===== src/rtl/nrp_pkg.sv =====
package nrp_pkg;

    localparam int unsigned NRP_NIB_W  = 4;
    localparam int unsigned NRP_NPTR   = 3;
    localparam int unsigned NRP_WORD_W = 12;
    localparam int unsigned NRP_ROM_AW = 11;
    localparam int unsigned NRP_BUS_AW = 6;
    localparam int unsigned NRP_WAIT   = 1;

    // class of the register addressed on the bus
    typedef enum logic [1:0] {
        ACC_NONE = 2'd0,
        ACC_PTR  = 2'd1,
        ACC_DATA = 2'd2
    } acc_e;

endpackage


===== src/rtl/nrp_decode.sv =====
module nrp_decode
    import nrp_pkg::*;
#(
    parameter int unsigned          BUS_AW    = NRP_BUS_AW,
    parameter int unsigned          NPTR      = NRP_NPTR,
    parameter int unsigned          NNIB      = 3,
    parameter logic [BUS_AW-1:0]    PTR_BASE  = 6'h18,
    parameter logic [BUS_AW-1:0]    DATA_BASE = 6'h1C
) (
    input  logic [BUS_AW-1:0] addr,
    output acc_e              acc,
    output logic [NPTR-1:0]   ptr_sel,
    output logic [NNIB-1:0]   dat_sel
);

    always_comb begin
        for (int i = 0; i < int'(NPTR); i++) begin
            ptr_sel[i] = (addr == BUS_AW'(int'(PTR_BASE) + i));
        end
        for (int j = 0; j < int'(NNIB); j++) begin
            dat_sel[j] = (addr == BUS_AW'(int'(DATA_BASE) + j));
        end
        if (|ptr_sel) begin
            acc = ACC_PTR;
        end else if (|dat_sel) begin
            acc = ACC_DATA;
        end else begin
            acc = ACC_NONE;
        end
    end

endmodule


===== src/rtl/nrp_ptr_bank.sv =====
module nrp_ptr_bank
    import nrp_pkg::*;
#(
    parameter int unsigned       NIB_W   = NRP_NIB_W,
    parameter int unsigned       NPTR    = NRP_NPTR,
    parameter int unsigned       ROM_AW  = NRP_ROM_AW,
    parameter logic [NIB_W-1:0]  PTR_RST = '0
) (
    input  logic              clk,
    input  logic              rst_n,
    input  logic              wr_en,
    input  logic [NPTR-1:0]   ptr_sel,
    input  logic [NIB_W-1:0]  wdata,
    output logic [NIB_W-1:0]  rd_nib,
    output logic [ROM_AW-1:0] rom_addr
);

    localparam int unsigned FLAT_W = NPTR * NIB_W;

    typedef struct packed {
        logic [NPTR-1:0][NIB_W-1:0] ptr;
    } bank_t;

    bank_t bank_d, bank_q;
    logic [FLAT_W-1:0] flat;

    always_comb begin
        bank_d = bank_q;
        rd_nib = '0;
        for (int i = 0; i < int'(NPTR); i++) begin
            if (wr_en && ptr_sel[i]) begin
                bank_d.ptr[i] = wdata;
            end
            if (ptr_sel[i]) begin
                rd_nib = rd_nib | bank_q.ptr[i];
            end
        end
    end

    always_ff @(posedge clk or negedge rst_n) begin
        if (!rst_n) begin
            bank_q <= '{ptr: {NPTR{PTR_RST}}};
        end else begin
            bank_q <= bank_d;
        end
    end

    // the pointers concatenate, lowest index in the lowest bits; upper
    // bits of the top pointer above ROM_AW are kept but not routed out
    assign flat     = bank_q.ptr;
    assign rom_addr = flat[ROM_AW-1:0];

endmodule


===== src/rtl/nrp_read_seq.sv =====
module nrp_read_seq
    import nrp_pkg::*;
#(
    parameter int unsigned      NIB_W    = NRP_NIB_W,
    parameter int unsigned      NNIB     = 3,
    parameter int unsigned      WAIT_CYC = NRP_WAIT,
    parameter int unsigned      WDT_IDX  = 1,
    parameter logic [NIB_W-1:0] WDT_KEY  = 4'h5
) (
    input  logic             clk,
    input  logic             rst_n,
    input  logic             bus_rd,
    input  logic             bus_wr,
    input  logic [NIB_W-1:0] wdata,
    input  acc_e             acc,
    input  logic [NNIB-1:0]  dat_sel,
    output logic             bus_wait,
    output logic             data_ok,
    output logic             wdt_clr
);

    localparam int unsigned CNT_W = $clog2(WAIT_CYC + 1);
    localparam logic [CNT_W-1:0] CNT_LAST = CNT_W'(WAIT_CYC);

    typedef struct packed {
        logic [CNT_W-1:0] cnt;
        logic             wdt;
    } seq_t;

    seq_t seq_d, seq_q;
    logic data_rd;

    always_comb begin
        seq_d   = seq_q;
        data_rd = bus_rd && (acc == ACC_DATA);

        // wait-cycle counter: runs while a data read is held
        if (!data_rd || (seq_q.cnt == CNT_LAST)) begin
            seq_d.cnt = '0;
        end else begin
            seq_d.cnt = seq_q.cnt + 1'b1;
        end

        // watchdog key detection on the shared data address
        seq_d.wdt = bus_wr && dat_sel[WDT_IDX] && (wdata == WDT_KEY);

        bus_wait = data_rd && (seq_q.cnt != CNT_LAST);
        data_ok  = data_rd && (seq_q.cnt == CNT_LAST);
    end

    always_ff @(posedge clk or negedge rst_n) begin
        if (!rst_n) begin
            seq_q <= '{cnt: '0, wdt: 1'b0};
        end else begin
            seq_q <= seq_d;
        end
    end

    assign wdt_clr = seq_q.wdt;

endmodule


===== src/rtl/nrp_rom_port.sv =====
module nrp_rom_port
    import nrp_pkg::*;
#(
    parameter int unsigned       NIB_W     = NRP_NIB_W,
    parameter int unsigned       NPTR      = NRP_NPTR,
    parameter int unsigned       WORD_W    = NRP_WORD_W,
    parameter int unsigned       ROM_AW    = NRP_ROM_AW,
    parameter int unsigned       BUS_AW    = NRP_BUS_AW,
    parameter int unsigned       WAIT_CYC  = NRP_WAIT,
    parameter logic [BUS_AW-1:0] PTR_BASE  = 6'h18,
    parameter logic [BUS_AW-1:0] DATA_BASE = 6'h1C,
    parameter int unsigned       WDT_IDX   = 1,
    parameter logic [NIB_W-1:0]  WDT_KEY   = 4'h5,
    parameter logic [NIB_W-1:0]  PTR_RST   = '0
) (
    input  logic              clk,
    input  logic              rst_n,
    input  logic [BUS_AW-1:0] bus_addr,
    input  logic              bus_rd,
    input  logic              bus_wr,
    input  logic [NIB_W-1:0]  bus_wdata,
    output logic [NIB_W-1:0]  bus_rdata,
    output logic              bus_wait,
    output logic [ROM_AW-1:0] rom_addr,
    input  logic [WORD_W-1:0] rom_data,
    output logic              wdt_clr
);

    localparam int unsigned NNIB = WORD_W / NIB_W;

    acc_e                       acc;
    logic [NPTR-1:0]            ptr_sel;
    logic [NNIB-1:0]            dat_sel;
    logic [NIB_W-1:0]           ptr_nib;
    logic                       data_ok;
    logic [NNIB-1:0][NIB_W-1:0] nib_term;
    logic [NIB_W-1:0]           data_nib;

    nrp_decode #(
        .BUS_AW    (BUS_AW),
        .NPTR      (NPTR),
        .NNIB      (NNIB),
        .PTR_BASE  (PTR_BASE),
        .DATA_BASE (DATA_BASE)
    ) u_decode (
        .addr    (bus_addr),
        .acc     (acc),
        .ptr_sel (ptr_sel),
        .dat_sel (dat_sel)
    );

    nrp_ptr_bank #(
        .NIB_W   (NIB_W),
        .NPTR    (NPTR),
        .ROM_AW  (ROM_AW),
        .PTR_RST (PTR_RST)
    ) u_bank (
        .clk      (clk),
        .rst_n    (rst_n),
        .wr_en    (bus_wr),
        .ptr_sel  (ptr_sel),
        .wdata    (bus_wdata),
        .rd_nib   (ptr_nib),
        .rom_addr (rom_addr)
    );

    nrp_read_seq #(
        .NIB_W    (NIB_W),
        .NNIB     (NNIB),
        .WAIT_CYC (WAIT_CYC),
        .WDT_IDX  (WDT_IDX),
        .WDT_KEY  (WDT_KEY)
    ) u_seq (
        .clk      (clk),
        .rst_n    (rst_n),
        .bus_rd   (bus_rd),
        .bus_wr   (bus_wr),
        .wdata    (bus_wdata),
        .acc      (acc),
        .dat_sel  (dat_sel),
        .bus_wait (bus_wait),
        .data_ok  (data_ok),
        .wdt_clr  (wdt_clr)
    );

    // one AND-gated slice per nibble of the ROM word
    for (genvar g = 0; g < int'(NNIB); g++) begin : g_nib
        assign nib_term[g] = dat_sel[g] ? rom_data[g*NIB_W +: NIB_W] : '0;
    end

    always_comb begin
        data_nib = '0;
        for (int k = 0; k < int'(NNIB); k++) begin
            data_nib = data_nib | nib_term[k];
        end
        bus_rdata = '0;
        if (bus_rd && (acc == ACC_PTR)) begin
            bus_rdata = ptr_nib;
        end else if (data_ok) begin
            bus_rdata = data_nib;
        end
    end

endmodule


===== config.mk =====
export PLATFORM = sky130hd
export DESIGN_NAME = nrp_rom_port
export DESIGN_NICKNAME = d
export VERILOG_FILES = /design/src/rtl/nrp_pkg.sv /design/src/rtl/nrp_decode.sv /design/src/rtl/nrp_ptr_bank.sv /design/src/rtl/nrp_read_seq.sv /design/src/rtl/nrp_rom_port.sv
export SDC_FILE = /design/constraint.sdc
export NUM_CORES = 1
export LEC_CHECK = 0
export BUFFER_PORTS_ARGS = -buffer_cell sky130_fd_sc_hd__clkbuf_2
export CAP_MARGIN = 20
export CORE_MARGIN = 1
export CORE_UTILIZATION = 40
export DETAILED_ROUTE_END_ITERATION = 16
export PLACE_DENSITY = 0.75
export SLEW_MARGIN = 10
export SYNTH_ARGS = -nofsm -noshare
export SYNTH_HDL_FRONTEND = slang
export SYNTH_SLANG_ARGS = --single-unit

===== constraint.sdc =====
create_clock -name clk -period 1.3 [get_ports clk]
set_input_delay 0.26 -clock clk [delete_from_list [all_inputs] [get_ports clk]]
set_output_delay 0.26 -clock clk [all_outputs]
set_load 0.1 [all_outputs]

---- Word-level counts from Yosys, hierarchy flattened ----
Cells that the tools add are included.
storage, ports and cells
  register bits after elaboration ......... 14
  bits in latches ......................... 0
  memory bits (writable) .................. 0
  memory bits (read-only) ................. 0
  bits of input ports ..................... 26
  output and inout bits ................... 17
  logic and storage cells ................. 44
  memories ................................ 0
operators by class
  add/subtract/negate cells ............... 1
  multipliers ............................. 0
  divide/modulo/power cells ............... 0
  order comparisons ....................... 0
  equality and inequality tests ........... 9
  shifts and indexed selects .............. 0
  muxes and demuxes ....................... 11
  bitwise logic cells ..................... 5
  reductions and logical operators ........ 13
operators with widths
  cell                   number
  $eq A6 B5 Y1 const B   6
  $mux W4                8
  $or A4 B4 Y4           4
  $logic_and A1 B1 Y1    9
  $reduce_or A3 Y1       2
  $eq A4 B3 Y1 const B   1
  $mux W2                2
  $eq A2 B1 Y1 const B   1
  $eq A2 B2 Y1 const B   1
  $add A1 B1 Y1 const B  1
  $logic_not A1 Y1       1
  $logic_or A1 B1 Y1     1
  $mux W1                1
  $not A1 Y1             1

---- Logic depth before layout (Yosys ltp) ----
  word-level depth ........................ 9
  depth in mapped cells ................... 5
  depth with buffers taken out ............ 3

---- Cells and area by module ----
From an unflattened synthesis, not the netlist that was laid out.
unflattened totals
  cells, all modules ...................... 78
  area, all modules ....................... 894.6 µm²
by module, submodules not included
  module        times used  cells an instance  area each (µm²)  sequential area each (µm²)
  nrp_ptr_bank  1           46                 591.8            300.3
  nrp_rom_port  1           14                 121.4            0.0
  nrp_decode    1           12                 95.1             0.0
  nrp_read_seq  1           6                  86.3             50.0

---- Worst setup path before layout ----
Ideal clock, no wire load.
  kind .................................... input -> register
  start point ............................. in bus_addr[0]
  end point ............................... reg u_seq.seq_q[1] (netlist name)
  library setup time ...................... 0.357 ns
  data arrival time ....................... 2.965 ns
  required time ........................... 0.943 ns
  path slack .............................. -2.022 ns
  cell stages on the path ................. 3
  path buffers ............................ 1
  path through ............................ buf_4 a21boi_0 nor3b_1
on the way
  word-level cells in the longest chain between the ends .. 9
  elaborated cells between the ends (all ways) .. 15
  those cells by class .................... 7 x eq/ne; 3 x mux; 5 x reduce/logical
RTL lines
  what                   RTL line            text
  from (decl)            nrp_rom_port.sv:18  input logic [BUS_AW-1:0] bus_addr,
  $eq A6 B5 Y1           nrp_decode.sv:21    dat_sel[j] = (addr == BUS_AW'(int'(DATA_BASE) + j));
  $reduce_or A3 Y1       nrp_decode.sv:25    end else if (|dat_sel) begin
  $mux W2                nrp_decode.sv:25
  $mux W2 *              nrp_decode.sv:23    if (|ptr_sel) begin
  $eq A2 B2 Y1 *         nrp_read_seq.sv:35  data_rd = bus_rd && (acc == ACC_DATA);
  $logic_and A1 B1 Y1 *  nrp_read_seq.sv:35
  $logic_not A1 Y1 *     nrp_read_seq.sv:38  if (!data_rd || (seq_q.cnt == CNT_LAST)) begin
  $logic_or A1 B1 Y1 *   nrp_read_seq.sv:38
  $mux W1 *              nrp_read_seq.sv:38
  to (signal assigned)   nrp_read_seq.sv:53  seq_q <= '{cnt: '0, wdt: 1'b0};
  to (signal assigned)   nrp_read_seq.sv:55  seq_q <= seq_d;
  to (decl)              nrp_read_seq.sv:30  seq_t seq_d, seq_q;
Mark *: on every way between the ends. The rest lies on a longest branch, timed or not.
A chain may end at the register's enable or synchronous reset.

---- Worst setup path in the final report ----
  start point ............................. reg u_bank.bank_q (netlist bit u_bank.rom_addr[4])
  end point ............................... out bus_rdata[0]
on the way
  word-level cells in the longest chain between the ends .. 5
RTL lines
  what                    RTL line            text
  from (decl)             nrp_ptr_bank.sv:24  bank_t bank_d, bank_q;
  from (signal assigned)  nrp_ptr_bank.sv:42  bank_q <= '{ptr: {NPTR{PTR_RST}}};
  from (signal assigned)  nrp_ptr_bank.sv:44  bank_q <= bank_d;
  $or A4 B4 Y4 *          nrp_ptr_bank.sv:35  rd_nib = rd_nib | bank_q.ptr[i];
  $mux W4 *               nrp_ptr_bank.sv:34  if (ptr_sel[i]) begin
  $or A4 B4 Y4            nrp_ptr_bank.sv:35
  $mux W4 *               nrp_ptr_bank.sv:34
  $mux W4 *               nrp_rom_port.sv:97  if (bus_rd && (acc == ACC_PTR)) begin
  to (decl)               nrp_rom_port.sv:22  output logic [NIB_W-1:0] bus_rdata,
Marks and branches as above.

==> PnR_summary.wiki <==
{| class="wikitable"
! Metric !! Value
|-
| Result of the run || finished with violations
|-
| Failing checks || setup timing
|-
| Global-route wire length before repair || approximately 4.4 mm
|-
| Total Neg Setup Slack || -1.93 ns
|-
| Unrepaired setup endpoints after global routing || true
|-
| Sort of element at the start of the critical path || flip-flop
|-
| Cell variety after synth || 22
|-
| Number of flip-flops and latches in the synthesized netlist || 14
|-
| M1 WL || about 1.4 mm
|-
| Cts bufs inserted || 3
|-
| Clock Skews || 0 ns
|-
| Capture point of the worst reg-to-reg path || u_bank.rom_addr[4]
|-
| Clock sink total || 14
|-
| Buffer levels on the longest clock path || 2
|-
| Synthesized-area fraction occupied by and/or/nand/nor cells || 0.127
|-
| Synthesized-area fraction occupied by adder cells || 0
|-
| Crit Path Category || reg -> out
|-
| Maximum number of pins on one net before global-route repair || 15
|-
| Number of core rows || 16
|-
| Met3 wire length || about 120 µm
|-
| Net count of the mapped netlist || 102
|-
| Final period demand of the worst path || ~1.7 ns
|-
| Initial Utilization || 0.445
|-
| DR WL met2 || 1.54 mm
|-
| DIE WIDTH || about 50 µm
|-
| Sequential fraction of the synthesis area || 0.382
|-
| Warnings, synthesis || 0
|-
| Fmax || 0.604 GHz
|-
| Ratio of cells with drive above 1 in the final layout || 0.766
|-
| Cells after Synth || 76
|-
| Post-route worst setup slack || -0.357 ns
|-
| Vias per inst || ~5.3
|-
| Area of the core region || roughly 0.0021 mm²
|-
| Final Hold Viols || 0
|-
| Routed WL || approximately 3.1 mm
|-
| Hold Path Class || in -> reg
|-
| Die extent in y || between 40 and 50 µm
|-
| Depth of the worst register-to-register path || 4
|-
| Reported max-cap violation count || 0
|-
| Area of all placed cells without fillers || 0.00173 mm²
|-
| Uppermost routed layer || met4
|-
| Final Wtd Congestion || between 0.7 and 0.8
|-
| Final period utilization || 1.27
|-
| Leakage dissipation || 0.000814 µW
|-
| Largest family of logic cells by synthesized area || multiplexers
|-
| Number of remaining DRC errors || 0
|-
| Clock network latency to the later pin of the worst-skew pair || about 0.27 ns
|-
| CP required || ~1.0 ns
|-
| IO buf count || 42
|-
| Die outline area || 0.00249 mm²
|-
| Clk Tree Root Cell || clkbuf_4
|-
| Worst relative slew slack || 0.768
|-
| Hold slack || approximately 0.28 ns
|-
| Endpoints failing setup || 12
|-
| Total Nets Final || between 150 and 200
|-
| Clock-pin transition on the worst setup and hold timing paths || approximately 0.07 ns
|-
| Placed cell area || 0.00153 mm²
|-
| Xor-xnor portion of the synthesized cell area || 0
|-
| Power density over the cells || a little over 1000 mW/mm²
|-
| Pwr Total || 1760 µW
|-
| Critical R2R Launch || u_bank.rom_addr[4]
|-
| Half-perimeter wire length after detailed placement || 1.92 mm
|-
| Last element of the critical path || bus_rdata[0]
|-
| Pin slew with the least headroom to its limit || 0.348 ns
|-
| Worst setup path startpoint || u_bank.rom_addr[4]
|-
| First-iteration detailed-routing DRC count || 13
|-
| Proportion of synthesized area in mux cells || 0.251
|-
| Area fraction in compound gates after synthesis || 0.112
|-
| Max-slew violations || 0
|-
| Final core utilization || 0.841
|-
| Initial antenna violation count || 0
|-
| Vias after detailed routing || between 800 and 900
|-
| Largest driver fanout on the critical path || 2
|-
| Flop-to-flop setup slack || around 0.12 ns
|-
| Critical Path Sink Type || output pin
|-
| IO Count || 43
|-
| CTS tree || done
|-
| Routed Antenna Nets || 0
|-
| Relative area change from synthesis to final layout || 89.1%
|-
| Grt total ovfl || 0
|-
| Mapped Avg Cell Area || 12.1 µm²
|-
| Arrival time of the worst setup path || 1.40 ns
|-
| Count of H-tree levels built during CTS || 1
|-
| Tot GR Track Use || 0.239
|-
| Detailed Routing Iterations Pass 1 || 4
|-
| Synthesized cell area || 917 µm²
|-
| ANT cells || 0
|-
| Highest ir drop seen on vdd || about 0.00084 V
|-
| Vias in the first global route || 951
|-
| Detailed-route wire length per cell || approximately 19 µm
|}
[cell type report]
class | count | area (µm²)
Fill cell | 104 | 328
Timing Repair Buffer | 73 | 732
Clock buffer | 3 | 22.5
Tap cell | 27 | 33.8
Multi-Input combinational cell | 47 | 596
Sequential cell | 14 | 350
[report_power, final]
group / internal (µW) / total [µW] / switching (µW) / leakage (µW)
Combinational: 437 / 999 / 561 / 0.000613
Sequential: 485 / 523 / 38.2 / 0.000187
Clock: 107 / 234 / 127 / 0.0000138
Total: 1030 / 1760 / 726 / 0.000814
[repair_timing]
action,in CTS,in global routing
buffers inserted,5,7
setup endpoints to repair,13,15
resized for setup,11,11
hold buffers,1,0
hold endpoints to repair,14,0
pin swaps,7,3
[state kept, by name, summed over array words and instances, names as in the netlist]
| signal | count |
|---|---|
| u_bank.bank_q | 1 |
| u_bank.rom_addr | 11 |
| u_seq.seq_q | 1 |
| u_seq.wdt_clr | 1 |
[routing by layer]
| layer | GRT usage | vias up |
|---|---|---|
| li1 | - | 397 |
| met1 | 0.275 | 434 |
| met3 | 0.0463 | 4 |
| met2 | 0.417 | 34 |
| met5 | 0 | - |
| met4 | 0.119 | 0 |
[cell usage in the layout (no fill, tap or decap)]
master,synthesis,routed
nor2b_4,1,1
and3_2,0,1
mux2_4,4,8
o22ai_4,0,4
nand2_1,2,2
a2bb2oi_2,0,5
nor3b_4,1,2
and4bb_2,1,1
a21boi_4,0,1
dfrtp_1,14,14
dlygate4sd3_1,0,1
nor2_1,1,1
buf_6,2,6
mux2_2,8,4
mux2i_2,0,1
clkbuf_4,0,3
mux2i_1,8,7
buf_4,12,24
a2bb2oi_1,8,3
buf_12,0,17
nor4_1,1,1
and4b_1,1,1
nand4b_1,1,1
clkbuf_8,0,1
clkbuf_2,0,24
nand3_4,0,1
nand4bb_1,1,1
nand3_2,0,1
[metrics by stage]
stage	worst slack, ns	std cells
after floorplan	-0.375	76
after global placement	-0.407	150
after detailed placement	-0.480	150
after CTS	-0.334	159
after global routing	-0.397	164
final	-0.357	164
[cells by family (layout without fill, tap and decap cells)]
group / Yosys count / after routing
flops: 14 / 14
compound gates: 13 / 13
mux: 20 / 20
simple gates: 14 / 14
buf+inv: 15 / 76
[synth_stat cells, drive strengths merged]
library cell,number,area share
nor2b,1,0.015
a2bb2oi,8,0.076
a21boi,1,0.0082
nor3b,2,0.029
nand3,2,0.011
and4bb,1,0.014
nand4b,1,0.0096
mux2,12,0.16
and3,1,0.0068
nand2,2,0.0082
mux2i,8,0.087
nor2,1,0.0041
o22ai,4,0.027
dfrtp,14,0.38
nor4,1,0.0068
nand4bb,1,0.012
buf,15,0.13
and4b,1,0.011
[worst max-delay path: stages (launching register included)]
cell	delay (ns)
dfrtp_1	0.42
mux2i_2	0.20
a2bb2oi_2	0.23
o22ai_4	0.10
buf_12	0.18
[worst min-delay path by stage]
stage | slack (ns) | cells past startpoint | startpoint | end
final | 0.28 | 2 | bus_wdata[1] | u_bank.rom_addr[9]
after global routing | 0.26 | 2 | bus_wdata[1] | u_bank.rom_addr[1]
after CTS | 0.26 | 2 | bus_wdata[1] | u_bank.rom_addr[9]
after detailed placement | 0.18 | 1 | rst_n | u_bank.rom_addr[7]
after global placement | 0.17 | 1 | rst_n | u_bank.rom_addr[7]
after floorplan | -0.04 | 0 | rst_n | u_bank.bank_q[11]
No activity file was read; power rests on OpenSTA's default activity.
